===== config.mk =====
export PLATFORM = sky130hd
export DESIGN_NAME = dmem_front
export DESIGN_NICKNAME = d
export VERILOG_FILES = /design/src/rtl/dmem_front_pkg.sv /design/src/rtl/dmem_addr_gen.sv /design/src/rtl/dmem_region_dec.sv /design/src/rtl/dmem_gpr_ram.sv /design/src/rtl/dmem_front.sv
export SDC_FILE = /design/constraint.sdc
export NUM_CORES = 1
export LEC_CHECK = 0
export BUFFER_PORTS_ARGS = -buffer_cell sky130_fd_sc_hd__buf_2
export CAP_MARGIN = 10
export CORE_ASPECT_RATIO = 2
export CORE_MARGIN = 3
export CORE_UTILIZATION = 42
export CTS_CLUSTER_SIZE = 24
export DETAILED_ROUTE_END_ITERATION = 8
export PLACE_DENSITY = 0.59
export SYNTH_ARGS = -nofsm -noshare
export SYNTH_HDL_FRONTEND = slang
export SYNTH_SLANG_ARGS = --single-unit

===== constraint.sdc =====
create_clock -name clk -period 3 [get_ports clk]
set_input_delay 0.15 -clock clk [delete_from_list [all_inputs] [get_ports clk]]
set_output_delay 0.15 -clock clk [all_outputs]
set_load 0.01 [all_outputs]

===== src/rtl/dmem_front_pkg.sv =====
package dmem_front_pkg;

  typedef enum logic [2:0] {
    RG_SFR  = 3'd0,
    RG_GPR  = 3'd1,
    RG_HOLE = 3'd2,
    RG_PTR  = 3'd3,
    RG_NULL = 3'd4
  } region_e;

  // Sort the in-bank offset of an effective address into a target region.
  function automatic region_e classify(input int unsigned low,
                                       input int unsigned sfr_span,
                                       input int unsigned gpr_base,
                                       input int unsigned gpr_depth,
                                       input int unsigned ptr_loc);
    region_e r;
    if (low == 0)                              r = RG_NULL;
    else if (low == ptr_loc)                   r = RG_PTR;
    else if (low < sfr_span)                   r = RG_SFR;
    else if (low >= gpr_base &&
             low <  gpr_base + gpr_depth)      r = RG_GPR;
    else                                       r = RG_HOLE;
    return r;
  endfunction

  // RAM byte number for an in-bank offset inside the RAM window.
  function automatic int unsigned gpr_offset(input int unsigned low,
                                             input int unsigned gpr_base);
    return low - gpr_base;
  endfunction

endpackage


===== src/rtl/dmem_addr_gen.sv =====
module dmem_addr_gen #(
  parameter int DIR_W = 7,
  localparam int EA_W = DIR_W + 1
) (
  input  logic [DIR_W-1:0] dir_addr,
  input  logic             bank_sel,
  input  logic [EA_W-1:0]  ptr_val,
  output logic [EA_W-1:0]  eff_addr,
  output logic             ind_mode
);

  // A zero direct field names the indirection slot.
  assign ind_mode = (dir_addr == '0);
  assign eff_addr = ind_mode ? ptr_val : {bank_sel, dir_addr};

endmodule


===== src/rtl/dmem_region_dec.sv =====
module dmem_region_dec
  import dmem_front_pkg::*;
#(
  parameter int DIR_W     = 7,
  parameter int SFR_SPAN  = 32,
  parameter int GPR_BASE  = 32,
  parameter int GPR_DEPTH = 64,
  parameter int PTR_LOC   = 4,
  localparam int IDX_W    = $clog2(GPR_DEPTH)
) (
  input  logic [DIR_W-1:0] low_addr,
  output region_e          region,
  output logic [IDX_W-1:0] gpr_idx
);

  int unsigned low_u;
  int unsigned off_u;

  always_comb begin
    low_u   = int'(low_addr);
    region  = classify(low_u, SFR_SPAN, GPR_BASE, GPR_DEPTH, PTR_LOC);
    off_u   = gpr_offset(low_u, GPR_BASE);
    gpr_idx = off_u[IDX_W-1:0];
  end

endmodule


===== src/rtl/dmem_gpr_ram.sv =====
module dmem_gpr_ram #(
  parameter int DEPTH  = 64,
  parameter int DATA_W = 8,
  localparam int IDX_W = $clog2(DEPTH)
) (
  input  logic              clk,
  input  logic              wr_en,
  input  logic [IDX_W-1:0]  idx,
  input  logic [DATA_W-1:0] wdata,
  output logic [DATA_W-1:0] rdata
);

  logic [DATA_W-1:0] cells [DEPTH];

  always_ff @(posedge clk) begin
    if (wr_en) cells[idx] <= wdata;
  end

  assign rdata = cells[idx];

endmodule


===== src/rtl/dmem_front.sv =====
module dmem_front
  import dmem_front_pkg::*;
#(
  parameter int DATA_W    = 8,
  parameter int DIR_W     = 7,
  parameter int SFR_SPAN  = 32,
  parameter int GPR_BASE  = 32,
  parameter int GPR_DEPTH = 64,
  parameter int PTR_LOC   = 4,
  localparam int EA_W     = DIR_W + 1,
  localparam int IDX_W    = $clog2(GPR_DEPTH)
) (
  input  logic              clk,
  input  logic              rst_n,
  input  logic              acc_en,
  input  logic              acc_we,
  input  logic [DIR_W-1:0]  dir_addr,
  input  logic              bank_sel,
  input  logic [DATA_W-1:0] wr_data,
  output logic [DATA_W-1:0] rd_data,
  output logic              sfr_sel,
  output logic              sfr_we,
  output logic [EA_W-1:0]   sfr_addr,
  output logic [DATA_W-1:0] sfr_wdata,
  input  logic [DATA_W-1:0] sfr_rdata
);

  // Named internal events, observed by the bound checker.
  logic [EA_W-1:0]   ptr_q;
  logic [EA_W-1:0]   eff_addr;
  logic              ind_mode;
  region_e           region;
  logic [IDX_W-1:0]  gpr_idx;
  logic              hit_sfr, hit_gpr, hit_hole, hit_ptr, hit_null;
  logic              gpr_wr, ptr_wr;
  logic [DATA_W-1:0] gpr_rd;

  dmem_addr_gen #(.DIR_W(DIR_W)) u_addr (
    .dir_addr (dir_addr),
    .bank_sel (bank_sel),
    .ptr_val  (ptr_q),
    .eff_addr (eff_addr),
    .ind_mode (ind_mode)
  );

  dmem_region_dec #(
    .DIR_W(DIR_W), .SFR_SPAN(SFR_SPAN), .GPR_BASE(GPR_BASE),
    .GPR_DEPTH(GPR_DEPTH), .PTR_LOC(PTR_LOC)
  ) u_dec (
    .low_addr (eff_addr[DIR_W-1:0]),
    .region   (region),
    .gpr_idx  (gpr_idx)
  );

  assign hit_sfr  = acc_en && (region == RG_SFR);
  assign hit_gpr  = acc_en && (region == RG_GPR);
  assign hit_hole = acc_en && (region == RG_HOLE);
  assign hit_ptr  = acc_en && (region == RG_PTR);
  assign hit_null = acc_en && (region == RG_NULL);

  assign gpr_wr = hit_gpr && acc_we;
  assign ptr_wr = hit_ptr && acc_we;

  dmem_gpr_ram #(.DEPTH(GPR_DEPTH), .DATA_W(DATA_W)) u_ram (
    .clk   (clk),
    .wr_en (gpr_wr),
    .idx   (gpr_idx),
    .wdata (wr_data),
    .rdata (gpr_rd)
  );

  always_ff @(posedge clk or negedge rst_n) begin
    if (!rst_n)      ptr_q <= '0;
    else if (ptr_wr) ptr_q <= wr_data[EA_W-1:0];
  end

  assign sfr_sel   = hit_sfr;
  assign sfr_we    = hit_sfr && acc_we;
  assign sfr_addr  = eff_addr;
  assign sfr_wdata = wr_data;

  always_comb begin
    rd_data = '0;
    if (hit_sfr)      rd_data = sfr_rdata;
    else if (hit_gpr) rd_data = gpr_rd;
    else if (hit_ptr) rd_data = DATA_W'(ptr_q);
  end

endmodule


Word-level counts from Yosys, hierarchy flattened. Memories as Yosys holds them, arrays and structs flattened. Index checks and enable logic that the tools add are counted.

Register bits: 8. Latch bits: 0. Bits in writable memories: 512. Memory bits (read-only): 0. Output and inout bits: 26. Logic and storage cells: 29. Memories kept: 1.

Add/sub/neg operators: 1. $mul: 0. Div/mod/pow operators: 0. Order comparisons: 3. Eq/ne operators: 3. Shift operators: 0. Muxes and demuxes: 10. Bitwise logic cells: 0. Reduce and logical (&&, ||, !) cells: 10.

Memory list: u_ram.cells (depth 64, width 8, rd ports 1, clocked after Yosys merged registers in 0, write ports 1, RTL line dmem_gpr_ram.sv:13) `logic [DATA_W-1:0] cells [DEPTH];`.

Operators with widths (number): 8-bit 2-to-1 mux (4); 7-bit logical NOT (2); 3-bit 2-to-1 mux (3); 7-bit by 3-bit == test with 1-bit output, second input constant (1); 7-bit by 6-bit >= comparator with 1-bit output, second input constant (1); 1-bit logical AND (7); 7-bit by 6-bit less-than comparator with 1-bit output, second input constant (1); 7-bit less-than comparator, second input constant (1); 6-bit subtractor, second input constant (1); 3-bit by 1-bit == test with 1-bit output, second input constant (1); 3-bit by 2-bit == test with 1-bit output, second input constant (1); 3-bit logical NOT (1); 1-bit 2-to-1 mux (2); 2-bit 2-to-1 mux (1).

Depth between registers and ports, before layout.
Word-level depth: 13. Gate-level depth with buffers: 14. Mapped depth without buffers: 11.

Cells and area by module. From an unflattened synthesis, not the netlist that was laid out.

Cell total of the unflattened synthesis: 1245. Area, all modules: 21076.5 um^2.

Modules (own cells, without submodules): dmem_gpr_ram (instances 1, cells an instance 1163, area each 20289.5 um^2); dmem_front (instances 1, cells an instance 59, area each 584.3 um^2); dmem_addr_gen (instances 1, cells an instance 10, area each 108.9 um^2); dmem_region_dec (instances 1, cells an instance 13, area each 93.8 um^2).

Least setup slack after synthesis. OpenSTA, ideal clock, no wires.

Kind: input to register. Start point: in dir_addr[0]. End point: mem u_ram.cells[24][0], enable pin. Arrival time: 2528 ps. Required time: 2630 ps. Setup slack: 101 ps. Stages: 13. Path buffers: 2. Cell sequence: buf_2 -> or4_1 -> nor2_2 -> a31oi_1 -> inv_1 -> ha_1 -> nand2b_1 -> a21oi_1 -> and3_1 -> buf_2 -> nor2b_1 -> nand2_1 -> nor2_1.

Longest elaborated chain between the ends: 13. Elaborated cells between the ends (all ways): 18. Classes of those cells: add/sub (1); order compare (3); eq/ne (2); mux (7); reduce/logical (5).

RTL lines: from (decl) (RTL line dmem_front.sv:17) `input logic [DIR_W-1:0] dir_addr,`; 7-bit logical NOT (RTL line dmem_addr_gen.sv:13) `assign ind_mode = (dir_addr == '0);`; 8-bit 2-to-1 mux * (RTL line dmem_addr_gen.sv:14) `assign eff_addr = ind_mode ? ptr_val : {bank_sel, dir_addr};`; 7-bit by 6-bit >= comparator with 1-bit output or 7-bit less-than comparator (tied branches) (RTL line dmem_front_pkg.sv:21, dmem_front_pkg.sv:22); 1-bit logical AND (RTL line dmem_front_pkg.sv:21) `else if (low >= gpr_base &&`; 2-bit 2-to-1 mux (RTL line dmem_front_pkg.sv:21); 3-bit 2-to-1 mux (RTL line dmem_front_pkg.sv:20) `else if (low < sfr_span) r = RG_SFR;`; 3-bit 2-to-1 mux (RTL line dmem_front_pkg.sv:19) `else if (low == ptr_loc) r = RG_PTR;`; 3-bit 2-to-1 mux (RTL line dmem_front_pkg.sv:18) `if (low == 0) r = RG_NULL;`; 3-bit by 1-bit == test with 1-bit output (RTL line dmem_front.sv:56) `assign hit_gpr = acc_en && (region == RG_GPR);`; 1-bit logical AND (RTL line dmem_front.sv:56); 1-bit logical AND (RTL line dmem_front.sv:61) `assign gpr_wr = hit_gpr && acc_we;`; 1-bit 2-to-1 mux (RTL line dmem_gpr_ram.sv:16) `if (wr_en) cells[idx] <= wdata;`; 1-bit 2-to-1 mux (not written as such) (RTL line dmem_gpr_ram.sv:16); to (decl) (RTL line dmem_gpr_ram.sv:13).

Mark *: on every way between the ends. The rest lies on a longest branch, timed or not.

Worst setup path after layout.
Start point: reg ptr_q[1]. End point: out rd_data[1].

Longest elaborated chain between the ends: 12. Elaborated cells between the ends (all ways): 22. Classes of those cells: add/sub (1); order compare (3); eq/ne (3); mux (8); reduce/logical (6); memory (1).

RTL lines: from (decl) (RTL line dmem_front.sv:29) `logic [EA_W-1:0] ptr_q;`; from (signal assigned) (RTL line dmem_front.sv:74) `else if (ptr_wr) ptr_q <= wr_data[EA_W-1:0];`; 8-bit 2-to-1 mux (RTL line dmem_addr_gen.sv:14); 7-bit by 6-bit >= comparator with 1-bit output or 7-bit less-than comparator (tied branches) (RTL line dmem_front_pkg.sv:21, dmem_front_pkg.sv:22); 1-bit logical AND (RTL line dmem_front_pkg.sv:21); 2-bit 2-to-1 mux (RTL line dmem_front_pkg.sv:21); 3-bit 2-to-1 mux (RTL line dmem_front_pkg.sv:20); 3-bit 2-to-1 mux (RTL line dmem_front_pkg.sv:19); 3-bit 2-to-1 mux (RTL line dmem_front_pkg.sv:18); 3-bit by 2-bit == test with 1-bit output (RTL line dmem_front.sv:58) `assign hit_ptr = acc_en && (region == RG_PTR);`; 1-bit logical AND (RTL line dmem_front.sv:58); 8-bit 2-to-1 mux (RTL line dmem_front.sv:86) `else if (hit_ptr) rd_data = DATA_W'(ptr_q);`; 8-bit 2-to-1 mux (RTL line dmem_front.sv:85) `else if (hit_gpr) rd_data = gpr_rd;`; 8-bit 2-to-1 mux * (RTL line dmem_front.sv:84) `if (hit_sfr) rd_data = sfr_rdata;`; to (decl) (RTL line dmem_front.sv:20) `output logic [DATA_W-1:0] rd_data,`.

Marked as above.

==> results by group <==
Die
  • Die area: ~0.053 mm2
  • Initial core utilization: 42.7%
  • Core Area: 0.0495 mm2
  • Number of placed I/O pins: 54
  • Die width: approximately 160 um
  • Vert. Die Dim: 323 um
  • Number of cell rows: 115

Yosys
  • Mapped Area: 0.0211 mm2
  • Post-synthesis sequential area ratio: 73.7%
  • Syn_nets: 1,470
  • Post-synth cell types: 74
  • FFs w/ async S/R, synth: approximately 1.5%
  • Yosys reg bits: 520
  • Syn Inst Count: 1,441
  • Yosys warnings: 0
  • Post-synth EDFFs: 512
  • Synthesized area per cell: 14.7 um2
  • Post-synth top flop: edfxtp_1

Detailed routing
  • DR WL/cell: 31.3 um
  • DR DRC count: 0
  • Wirelength, routed: 79.3 mm
  • Vias per inst: 6.04
  • First-iteration detailed-routing DRC count: 1,843
  • DR pass1 iterations: 6
  • Post-route ant nets: 0
  • Via count: 15,300

STA
  • Max-slew headroom: a little under a fifth
  • Worst Skew: 0.00915 ns
  • FMAX: 281 MHz
  • Crit share post-route: 119%
  • Setup ws final: -0.562 ns
  • Setup total negative slack: -3.71 ns
  • Fin crit period: 3.56 ns
  • Worst slew pin tran: roughly 1.2 ns
  • Max-slew violations: 0
  • RSZ-0062 raised after global routing: yes
  • Final hold violation count: 0
  • Final setup viols: 8

Cells and area
  • Final Net Count: 1,888
  • Most common cell after layout, fill and taps aside: edfxtp_1
  • Diodes inserted: 0
  • Layout cells sized above 1: 37.7%
  • Commonest non-fill, non-tap cells in the layout: edfxtp_1 (512), buf_4 (337), nand2_1 (228), nor2_1 (81), a21oi_1 (78)
  • Area Overhead vs Synth: 31.6%
  • Final Instance Area: around 0.028 mm2

Setup path
  • Crit path cell chain: nor2b_4, a31oi_4, inv_4, buf_12, buf_6, buf_12, nand4_1, o21ai_2, a311oi_4, buf_4, o211ai_1, a311oi_2, o31ai_1, buf_2
  • Critical path class: register to output pin
  • Worst path top cell family by delay: compound AO/OA/AOI/OAI gates
  • Crit-path max cell delay: 0.45 ns
  • R2r setup slk: 0.07 ns
  • Crit end category: output pin
  • Setup crit start: ptr_q[1]
  • CP arrival: ~3.4 ns
  • Most common cell on crit path: buf_12
  • Worst Path Required: about 2.9 ns
  • Slowest stage cell, crit path: a311oi_2
  • Max FO, Critical Path: 8
  • CP bufs+invs: 6
  • Startpoint types: register
  • R2R Path Start: ptr_q[6]

Placement
  • Cell Area, Placed: between 0.02 and 0.025 mm2
  • Gpl congestion: 0.981
  • Hpwl dp: 54.8 mm
  • PortBufs: between 50 and 60

Clock network
  • # clock sinks: 520
  • Total CTS buffers: 43
  • Maximum clock path buffer count: 3
  • CTS tree: done
  • Worst-skew pair later-pin latency: 0.58 ns
  • H-Tree Depth: 2
  • Clock root buffer: clkbuf_16
  • Worst-path clk slew: approximately 0.070 ns

Status
  • Failing checks: setup timing
  • Status: finished with violations

Global routing
  • Vias in the first global route: 15,400
  • Gr usage total: 29.8%
  • Antenna violations before repair: 0
  • Grt ovf: 0
  • Largest net degree at the start of global routing: 56
  • Global-route wire length before repair: 111 mm

Power
  • VDD IR-drop max: 0.500 mV
  • Leak Pwr: 9.83 nW
  • Pwr Density: 547 mW/mm2

Min path
  • Hold Path Class: input pin to async pin

Job
  • Max cap viols: 0
[cell usage after synthesis (21+ instances only)]
| cell type | number | share of area [%] |
|---|---|---|
| edfxtp_1 | 512 | 73 |
| nand3_1 | 35 | 0.83 |
| nor2_1 | 94 | 1.7 |
| mux2_2 | 31 | 1.7 |
| a22oi_1 | 22 | 0.78 |
| nand2_1 | 236 | 4.2 |
| mux2i_1 | 37 | 1.8 |
| clkbuf_1 | 21 | 0.37 |
| a21oi_1 | 93 | 2.2 |
| a221oi_1 | 40 | 1.7 |
| o21ai_0 | 27 | 0.64 |
| buf_2 | 33 | 0.78 |
[layer usage]
| metal | vias to the layer above | track usage, % | part of all wire (%) |
|---|---|---|---|
| met1 | 7689 | 35.3 | 35 |
| met3 | 258 | 4.15 | 7.0 |
| li1 | 6462 | - | - |
| met4 | 0 | 19.1 | 7.8 |
| met5 | - | 0 | 0 |
| met2 | 914 | 50.5 | 50 |
[final cells by class]
cell class / count / area, um2
clock buffers: 52 / 1110
inverters: 12 / 62.6
flip-flops and latches: 520 / 15600
repair inverters: 1 / 8.76
well taps: 643 / 805
multi-input cells: 822 / 6030
fillers: 4070 / 21700
repair buffers: 459 / 3980
clock inverters: 27 / 228
[state kept, by name, summed over array words and instances, names as in the netlist]
| name | cells |
|---|---|
| ptr_q | 8 |
| u_ram.cells | 512 |
[report_power, final]
part	total [W]	switching, W	internal, W
clock	0.00557	0.00265	0.00293
combinational	0.00164	0.000992	0.000645
sequential	0.00799	0.00000841	0.00799
total	0.0152	0.00365	0.0116
[per-stage QoR]
stage | hold slack [ns] | setup slack (ns) | total power (W) | utilization, % | std cells
final | 0.0414 | -0.562 | 0.0152 | 56.2 | 2536
after floorplan | -0.146 | 0.101 | 0.00864 | - | 1441
after detailed placement | 0.0653 | -0.645 | 0.00945 | 49.6 | 2390
after global placement | 0.0667 | -0.694 | 0.00944 | 49.6 | 2390
after CTS | 0.0177 | -0.495 | 0.0152 | 55.2 | 2515
after global routing | 0.0427 | -0.616 | 0.0156 | 56.2 | 2536
[cell families after synthesis]
group | synth area share [%]
flip-flops | 73.7
AND/OR/NAND/NOR | 8.77
AO/OA/AOI/OAI | 10.8
buffers and inverters | 2.51
multiplexers | 4.10
adder cells (fa/ha/maj) | 0.0592
[worst paths after layout]
path / to / cells after the start
worst max-delay path: rd_data[1] / 14
worst min-delay path: ptr_q[0] / 2
worst max register to register: u_ram.cells[17][5] / 11
worst min register to register: ptr_q[7] / 1
max in group asynchronous: ptr_q[6] / 2
min in group clk: u_ram.cells[51][5] / 1
[timing repair]
| item | in CTS | in global routing |
|---|---|---|
| gates resized for setup | 214 | 60 |
| setup endpoints to repair | 147 | 83 |
| setup buffers | 45 | 23 |
| pin swaps | 66 | 34 |
| hold buffers | 1 | 0 |
| hold endpoints to repair | 8 | 0 |
| cloned | 6 | 1 |
(Power assumes the default switching activity.)
